==> config.mk <==
export PLATFORM = sky130hd
export DESIGN_NAME = lp_standby_seq
export DESIGN_NICKNAME = d
export VERILOG_FILES = /design/src/rtl/lp_stby_pkg.sv /design/src/rtl/lp_wake_qual.sv /design/src/rtl/lp_phase_timer.sv /design/src/rtl/lp_clk_en_reg.sv /design/src/rtl/lp_standby_seq.sv
export SDC_FILE = /design/constraint.sdc
export NUM_CORES = 1
export LEC_CHECK = 0
export CORE_UTILIZATION = 60
export DETAILED_ROUTE_END_ITERATION = 12
export DONT_BUFFER_PORTS = 1
export PLACE_DENSITY_LB_ADDON = 0.1
export SLEW_MARGIN = 5
export SYNTH_ARGS = -nofsm -noshare
export SYNTH_HDL_FRONTEND = slang
export SYNTH_SLANG_ARGS = --single-unit
==> constraint.sdc <==
create_clock -name clk -period 2.6 [get_ports clk]
set_clock_uncertainty 0.2 [all_clocks]
set_input_delay 0 -clock clk [delete_from_list [all_inputs] [get_ports clk]]
set_output_delay 0 -clock clk [all_outputs]
set_load 0.02 [all_outputs]
==> src/rtl/lp_stby_pkg.sv <==
package lp_stby_pkg;

  typedef enum logic [1:0] {
    ST_RUN     = 2'd0,
    ST_FLUSH   = 2'd1,
    ST_STANDBY = 2'd2,
    ST_WAKE    = 2'd3
  } stby_state_e;

  // Larger of two counts, used to size the shared countdown.
  function automatic int unsigned max2(int unsigned a, int unsigned b);
    return (a > b) ? a : b;
  endfunction

  // Wake latency picked from the resume memory: bit 1 set means flash asleep,
  // otherwise bit 0 set means flash awake, otherwise on-chip RAM.
  function automatic int unsigned wake_latency(logic [1:0] src,
                                               int unsigned ram_lat,
                                               int unsigned act_lat,
                                               int unsigned slp_lat);
    if (src[1])      return slp_lat;
    else if (src[0]) return act_lat;
    else             return ram_lat;
  endfunction

  // Clocks stay enabled while running and during the flush window.
  function automatic logic clocks_on(stby_state_e s);
    return (s == ST_RUN) || (s == ST_FLUSH);
  endfunction

endpackage

==> src/rtl/lp_wake_qual.sv <==
module lp_wake_qual #(
  parameter int unsigned QUAL_W = 4
) (
  input  logic              clk,
  input  logic              rst,
  input  logic              wake_i,
  input  logic              qual_en_i,
  input  logic [QUAL_W-1:0] qual_len_i,
  output logic              wake_ok_o
);
  localparam logic [QUAL_W-1:0] RUN_MAX = {QUAL_W{1'b1}};

  // Count of consecutive high samples before the current one.
  logic [QUAL_W-1:0] run_q;

  function automatic logic reached(logic [QUAL_W-1:0] prev_run,
                                   logic [QUAL_W-1:0] need);
    logic [QUAL_W:0] need_eff;
    logic [QUAL_W:0] now_run;
    need_eff = (need == '0) ? {{QUAL_W{1'b0}}, 1'b1} : {1'b0, need};
    now_run  = {1'b0, prev_run} + {{QUAL_W{1'b0}}, 1'b1};
    return now_run >= need_eff;
  endfunction

  always_ff @(posedge clk) begin
    if (rst) begin
      run_q <= '0;
    end else if (wake_i) begin
      run_q <= (run_q == RUN_MAX) ? run_q : run_q + 1'b1;
    end else begin
      run_q <= '0;
    end
  end

  assign wake_ok_o = qual_en_i ? (wake_i && reached(run_q, qual_len_i)) : wake_i;

endmodule

==> src/rtl/lp_phase_timer.sv <==
module lp_phase_timer #(
  parameter int unsigned CNT_W = 11
) (
  input  logic             clk,
  input  logic             rst,
  input  logic             load_i,
  input  logic [CNT_W-1:0] load_val_i,
  output logic             zero_o
);
  logic [CNT_W-1:0] cnt_q;

  always_ff @(posedge clk) begin
    if (rst) begin
      cnt_q <= '0;
    end else if (load_i) begin
      cnt_q <= load_val_i;
    end else if (cnt_q != '0) begin
      cnt_q <= cnt_q - 1'b1;
    end
  end

  assign zero_o = (cnt_q == '0);

endmodule

==> src/rtl/lp_clk_en_reg.sv <==
module lp_clk_en_reg (
  input  logic clk,
  input  logic rst,
  input  logic clocks_on_i,
  input  logic resume_set_i,
  output logic sysclk_en_o,
  output logic periph_clk_en_o,
  output logic pll_en_o,
  output logic wdog_en_o,
  output logic standby_o,
  output logic resume_o
);
  // Every enable leaves a flop, so decoding the next state cannot glitch it.
  always_ff @(posedge clk) begin
    if (rst) begin
      sysclk_en_o     <= 1'b1;
      periph_clk_en_o <= 1'b1;
      pll_en_o        <= 1'b1;
      wdog_en_o       <= 1'b1;
      standby_o       <= 1'b0;
      resume_o        <= 1'b0;
    end else begin
      sysclk_en_o     <= clocks_on_i;
      periph_clk_en_o <= clocks_on_i;
      pll_en_o        <= 1'b1;
      wdog_en_o       <= 1'b1;
      standby_o       <= !clocks_on_i;
      resume_o        <= resume_set_i;
    end
  end

endmodule

==> src/rtl/lp_standby_seq.sv <==
module lp_standby_seq
  import lp_stby_pkg::*;
#(
  parameter int unsigned FLUSH_CYCLES  = 32,
  parameter int unsigned LAT_RAM       = 100,
  parameter int unsigned LAT_FLASH_ACT = 100,
  parameter int unsigned LAT_FLASH_SLP = 1125,
  parameter int unsigned QUAL_W        = 4
) (
  input  logic              clk,
  input  logic              rst,
  input  logic              idle_req_i,
  input  logic              wake_i,
  input  logic              qual_en_i,
  input  logic [QUAL_W-1:0] qual_len_i,
  input  logic [1:0]        resume_src_i,
  output logic              sysclk_en_o,
  output logic              periph_clk_en_o,
  output logic              pll_en_o,
  output logic              wdog_en_o,
  output logic              standby_o,
  output logic              resume_o
);
  localparam int unsigned MAX_SPAN =
    max2(max2(FLUSH_CYCLES, LAT_RAM), max2(LAT_FLASH_ACT, LAT_FLASH_SLP));
  localparam int unsigned CNT_W = $clog2(MAX_SPAN + 1);

  stby_state_e      state_q, state_d;
  logic             wake_pend;     // wake accepted during the flush window
  logic             wake_ok;       // qualified wake this cycle
  logic             tmr_load;
  logic [CNT_W-1:0] tmr_val;
  logic             tmr_zero;
  logic             leave_wake;    // countdown over, resume now
  logic             in_flush;
  logic             flush_done;

  lp_wake_qual #(.QUAL_W(QUAL_W)) qual_i (
    .clk        (clk),
    .rst        (rst),
    .wake_i     (wake_i),
    .qual_en_i  (qual_en_i),
    .qual_len_i (qual_len_i),
    .wake_ok_o  (wake_ok)
  );

  lp_phase_timer #(.CNT_W(CNT_W)) timer_i (
    .clk        (clk),
    .rst        (rst),
    .load_i     (tmr_load),
    .load_val_i (tmr_val),
    .zero_o     (tmr_zero)
  );

  assign in_flush   = (state_q == ST_FLUSH);
  assign flush_done = in_flush && tmr_zero;

  always_comb begin
    state_d    = state_q;
    tmr_load   = 1'b0;
    tmr_val    = '0;
    leave_wake = 1'b0;
    case (state_q)
      ST_RUN: begin
        if (idle_req_i) begin
          state_d  = ST_FLUSH;
          tmr_load = 1'b1;
          tmr_val  = CNT_W'(FLUSH_CYCLES - 1);
        end
      end
      ST_FLUSH: begin
        if (tmr_zero) state_d = ST_STANDBY;
      end
      ST_STANDBY: begin
        if (wake_ok || wake_pend) begin
          state_d  = ST_WAKE;
          tmr_load = 1'b1;
          tmr_val  = CNT_W'(wake_latency(resume_src_i, LAT_RAM,
                                         LAT_FLASH_ACT, LAT_FLASH_SLP) - 1);
        end
      end
      ST_WAKE: begin
        if (tmr_zero) begin
          state_d    = ST_RUN;
          leave_wake = 1'b1;
        end
      end
      default: state_d = ST_RUN;
    endcase
  end

  always_ff @(posedge clk) begin
    if (rst) begin
      state_q   <= ST_RUN;
      wake_pend <= 1'b0;
    end else begin
      state_q   <= state_d;
      // Held only through the flush. Standby consumes it on its first edge.
      wake_pend <= in_flush ? (wake_pend | wake_ok) : 1'b0;
    end
  end

  lp_clk_en_reg en_i (
    .clk             (clk),
    .rst             (rst),
    .clocks_on_i     (clocks_on(state_d)),
    .resume_set_i    (leave_wake),
    .sysclk_en_o     (sysclk_en_o),
    .periph_clk_en_o (periph_clk_en_o),
    .pll_en_o        (pll_en_o),
    .wdog_en_o       (wdog_en_o),
    .standby_o       (standby_o),
    .resume_o        (resume_o)
  );

endmodule

# Word level (Yosys, flattened, before mapping)
# Index checks and enable logic that the tools add are counted.
# op_classes
n_mux	19
bitwise	4
n_eq_ne	5
n_lt_le_gt_ge	1
n_addsub	4
n_reduce_logical	13
# op_table
op	n
2-to-1 mux 11 bit	6
case mux 11 bit (2 select lines)	1
subtractor 11 x 1 -> 11 bit, second input constant	2
logical NOT 11 bit	1
nonzero test 11 bit	1
2-to-1 mux 2 bit	4
case mux 2 bit (4 select lines)	1
OR reduction 2 bit	3
adder 4 x 1 -> 5 bit, second input constant	1
>= comparator 5 bit	1
2-to-1 mux 5 bit	1
adder 4 x 1 -> 4 bit, second input constant	1
== test 2 x 1 -> 1 bit, second input constant	2
== test 2 bit, second input constant	2
== test 4 bit, second input constant	1
logical NOT 2 bit	2
logical NOT 4 bit	1
2-to-1 mux 1 bit	4
2-to-1 mux 4 bit	1
inverter 1 bit	3
logical OR 1 bit	2
case mux 1 bit (2 select lines)	1
nonzero test 2 bit	1
logical AND 1 bit	1
other kinds (2)	2
# word_totals
register_bits	21
out_inout_bits	6
inputBits	11
elab_cells	53

# Logic depth before layout (Yosys ltp)
# depth
word_depth	12
depth_mapped	9
depth_no_buf	9

# By module
# From an unflattened synthesis, not the netlist that was laid out.
# unflattened
cells_unflattened	140
area_unflattened_um2	1237.4
# modules_own_cells
mod	cells_per_inst	area_each_um2	instances
lp_phase_timer	72	626.9	1
lp_wake_qual	33	300.3	1
lp_standby_seq	25	207.7	1
lp_clk_en_reg	10	102.6	1

# Least setup slack after synthesis
# OpenSTA, ideal clock, no wires.
# synth_timing
path_kind	flip-flop to flip-flop
start	reg qual_i.run_q[0]
end	reg timer_i.cnt_q[0]
arrival_ps	1982
path_stages_with_launch	10
slack_ps	302
required_ps	2284
setup_ps	116
path_cell_list	dfxtp_1 > ha_1 > xnor2_1 > inv_1 > ha_1 > a21o_1 > a31oi_1 > o22a_1 > nand2_1 > o211a_1
# synth_between
elab_chain_len	8
# synth_lines
element	line	text
start: declaration	lp_wake_qual.sv:14	logic [QUAL_W-1:0] run_q;
start signal: assignment	lp_wake_qual.sv:29	run_q <= (run_q == RUN_MAX) ? run_q : run_q + 1'b1;
adder 4 x 1 -> 5 bit *	lp_wake_qual.sv:21	now_run = {1'b0, prev_run} + {{QUAL_W{1'b0}}, 1'b1};
>= comparator 5 bit *	lp_wake_qual.sv:22	return now_run >= need_eff;
logical AND 1 bit *	lp_wake_qual.sv:35	assign wake_ok_o = qual_en_i ? (wake_i && reached(run_q, qual_len_i)) : wake_i;
2-to-1 mux 1 bit *	lp_wake_qual.sv:35	
logical OR 1 bit *	lp_standby_seq.sv:75	if (wake_ok || wake_pend) begin
2-to-1 mux 11 bit or 2-to-1 mux 1 bit (tied branches)	lp_standby_seq.sv:75	
case mux 11 bit (2 select lines) or case mux 1 bit (2 select lines) (tied branches)	lp_standby_seq.sv:63	case (state_q)
2-to-1 mux 11 bit or nonzero test 2 bit (tied branches)	-	
end signal: assignment	lp_phase_timer.sv:16	cnt_q <= load_val_i;
end signal: assignment	lp_phase_timer.sv:18	cnt_q <= cnt_q - 1'b1;
end: declaration	lp_phase_timer.sv:10	logic [CNT_W-1:0] cnt_q;
# Every way passes the cells marked *; elsewhere a longest branch is shown, timed or not.
# A chain may end at the register's enable or synchronous reset.

# Worst setup path in the final report
# layout_timing
start	reg qual_i.run_q[0]
end	reg timer_i.cnt_q[1]
# The elaborated chain is that of the path after synthesis.

==> results.json <==
{
  "path_cells": "ha_1 > xnor2_1 > inv_1 > ha_1 > a21o_1 > a31oi_2 > o22a_1 > nand2_1 > o211a_1",
  "crit_slowest_cell": "dfxtp_1",
  "root_buffer": "clkbuf_4",
  "clock.fmax_mhz": 418,
  "dp_slack_ns": 0.221,
  "grt_pass1_vias": 786,
  "power_density_nw_per_um2": 756,
  "min_to": "timer_i.cnt_q[6]$_SDFFE_PP0P_",
  "worst_pin_slew_ns": 0.544,
  "arrival_ns": 2.38,
  "path_common_cell": "ha_1",
  "maxSlewViolCount": 0,
  "max_cap_viol_count": 0,
  "area_growth_pct": 8.07,
  "drive_gt1_frac": 0.0938,
  "fin_setup_tns_ns": 0,
  "fin_crit_ns": 2.39,
  "grt_usage": 0.214,
  "place.gp.congestion": 0.779,
  "cts_buffers": 3,
  "synthArstFlopShare": 0,
  "dp.final_hpwl_um": 1400,
  "ys_top_cells_by_count": "21 x dfxtp_1, 11 x nor2_1, 10 x inv_1, 9 x nand3_1",
  "reg2reg_slack_ns": 0.21,
  "drt_iter0_markers": 4,
  "synth.avg_cell_area_um2": 9.03,
  "regToRegStartpoint": "qual_i.run_q[0]$_SDFFE_PP0N_",
  "clock_sinks": 21,
  "total_leakage_power_nw": 0.521,
  "end_kind": "flip-flop",
  "yosysMostFrequentCell": "dfxtp_1",
  "antenna_found_initial": 0,
  "port-buffer-count": 0,
  "path_clk_slew_ns": 0.12,
  "cts_tree": "built",
  "synth_cell_types": 37,
  "rsz0062_at_grt": "no",
  "synth_top_area_share": 0.382,
  "totalWireLength_um": 1860,
  "placementRows": 15,
  "holdCritStartpoint": "wake_i",
  "grt_max_degree": 17,
  "yosys.area.top_type": "dfxtp_1",
  "cp_top_family": "compound AO/OA/AOI/OAI gates",
  "nNetsFinal": 146,
  "n_antenna_cell": 0,
  "yosysSeqAreaShare": 0.382,
  "ant_nets": 0,
  "max-vdd-ir-drop_v": 0.000491,
  "setup_violations": 0,
  "worstPathRequired_ns": 2.60,
  "syn_area_um2": 1100,
  "synth_edf_count": 0,
  "r2r-end": "timer_i.cnt_q[1]$_SDFFE_PP0P_",
  "setup_ws_ns": 0.210,
  "dieWidth_um": 44.8,
  "outcome": "completed",
  "yosys_warnings": 0,
  "grt_pass1_wl_um": 3150,
  "clockBufferDepth": 2,
  "worstRegToRegCells": 9,
  "die_h_um": 44.8,
  "yosys-top-cells-area": "dfxtp_1 38%, ha_1 6.8%, xnor2_1 4.8%",
  "core-area_um2": 1730,
  "worst-path-buf-inv": 1,
  "hold_path_class": "in2reg",
  "slew_headroom": 0.636,
  "clk_latency_ns": 0.30,
  "drc_errors": 0,
  "finalCritPeriodShare": 0.919,
  "drt_first_pass_iters": 4,
  "post_drt_wl_per_cell_um": 12.2,
  "critPathMaxStageDelay_ns": 0.37,
  "hold_viol": 0,
  "whs_path_depth": 4,
  "via_per_inst": 5.71,
  "vias": 873,
  "h-tree-depth": 1,
  "syn-instance-count": 122,
  "grt_overflow_total": 0,
  "crit_fanout": 6,
  "worstSetupPathType": "reg2reg",
  "ioPinCount": 17,
  "synth-seq-cells": 21,
  "initial_core_util": 0.638,
  "ys.flop_type": "dfxtp_1",
  "dieArea_um2": 2010,
  "cp-start-kind": "flip-flop"
}
## worst min-delay path, cell delays in order
cell	delay, ns
o21ai_0	0.15
o22a_1	0.15
buf_4	0.14
a21oi_1	0.06
## kinds of logic (layout without fill, tap and decap cells)
logic type	Yosys count	count (layout)	share of synthesized area
simple gates	42	42	0.228
compound gates	25	25	0.152
flops	21	21	0.382
buf+inv	15	20	0.0682
xor+xnor	10	10	0.0795
fa+ha+maj	6	6	0.0682
mux	2	2	0.0182
other cells	1	2	0.00341
## power breakdown
part | switching (W) | internal (W) | leakage, nW | total [W]
registers | 0.0000590 | 0.000371 | 0.172 | 0.000430
logic | 0.000166 | 0.000152 | 0.332 | 0.000318
clock network | 0.0000945 | 0.0000572 | 0.0177 | 0.000152
total | 0.000320 | 0.000580 | 0.521 | 0.000900
## area by class of cell
cell class / count / area [um2]
Clock inverter: 1 / 5.00
Timing Repair Buffer: 6 / 57.6
Multi-Input combinational cell: 87 / 616
Clock buffer: 3 / 22.5
Inverter: 10 / 37.5
Fill cell: 148 / 537
Sequential cell: 21 / 420
Tap cell: 25 / 31.3
## sequential cells by signal, summed over array words and instances, names as in the netlist
register / flops
timer_i.cnt_q: 11
qual_i.run_q: 4
state_q: 2
en_i.resume_o: 1
en_i.standby_o: 1
en_i.sysclk_en_o: 1
wake_pend: 1
## placed cells by master (no fill, tap or decap), types with 3 or more instances in the layout
| cell type | count |
|---|---|
| o21ai_0 | 4 |
| xnor2_1 | 6 |
| nor3_1 | 3 |
| nor2_1 | 11 |
| inv_1 | 10 |
| dlygate4sd3_1 | 5 |
| nand3_1 | 9 |
| a21oi_1 | 6 |
| clkbuf_4 | 3 |
| dfxtp_1 | 21 |
| nand2_1 | 5 |
| ha_1 | 6 |
| nor4_1 | 3 |
| xor2_1 | 4 |
## timing repair
item,in CTS,in global routing
hold endpoints to repair,21,0
endpoints found under the setup margin,0,1
gates resized for setup,0,1
buffers inserted,0,0
hold buffers,5,0
## stage by stage
stage               power (W)  cell area, um2  utilization  std cells  hold slack (ns)
detailed placement   0.000745            1110        0.641        144           -0.126
global route         0.000973            1190        0.689        153           0.0627
global placement     0.000732            1110        0.641        144           -0.128
CTS                  0.000907            1180        0.686        153           0.0268
finish               0.000900            1190        0.689        153           0.0386
floorplan            0.000710            1100            -        123           -0.123
## how the worst max path moves through the flow
stage	slack (ns)	end	depth (start not counted)	start
global placement	0.25	timer_i.cnt_q[1]$_SDFFE_PP0P_	9	qual_i.run_q[0]$_SDFFE_PP0N_
finish	0.21	timer_i.cnt_q[1]$_SDFFE_PP0P_	9	qual_i.run_q[0]$_SDFFE_PP0N_
floorplan	0.30	timer_i.cnt_q[0]$_SDFFE_PP0P_	9	qual_i.run_q[0]$_SDFFE_PP0N_
global route	0.03	timer_i.cnt_q[2]$_SDFFE_PP0P_	10	qual_i.run_q[0]$_SDFFE_PP0N_
CTS	0.19	timer_i.cnt_q[1]$_SDFFE_PP0P_	9	qual_i.run_q[0]$_SDFFE_PP0N_
detailed placement	0.22	timer_i.cnt_q[1]$_SDFFE_PP0P_	9	qual_i.run_q[0]$_SDFFE_PP0N_
## routing by layer
| metal | vias to the layer above | track usage | part of all wire |
|---|---|---|---|
| li1 | 445 | - | - |
| met5 | - | 0 | 0 |
| met2 | 20 | 0.371 | 0.47 |
| met1 | 406 | 0.269 | 0.48 |
| met4 | 0 | 0.0545 | 0.0081 |
| met3 | 2 | 0.0480 | 0.041 |
No activity file was read; power rests on OpenSTA's default activity.
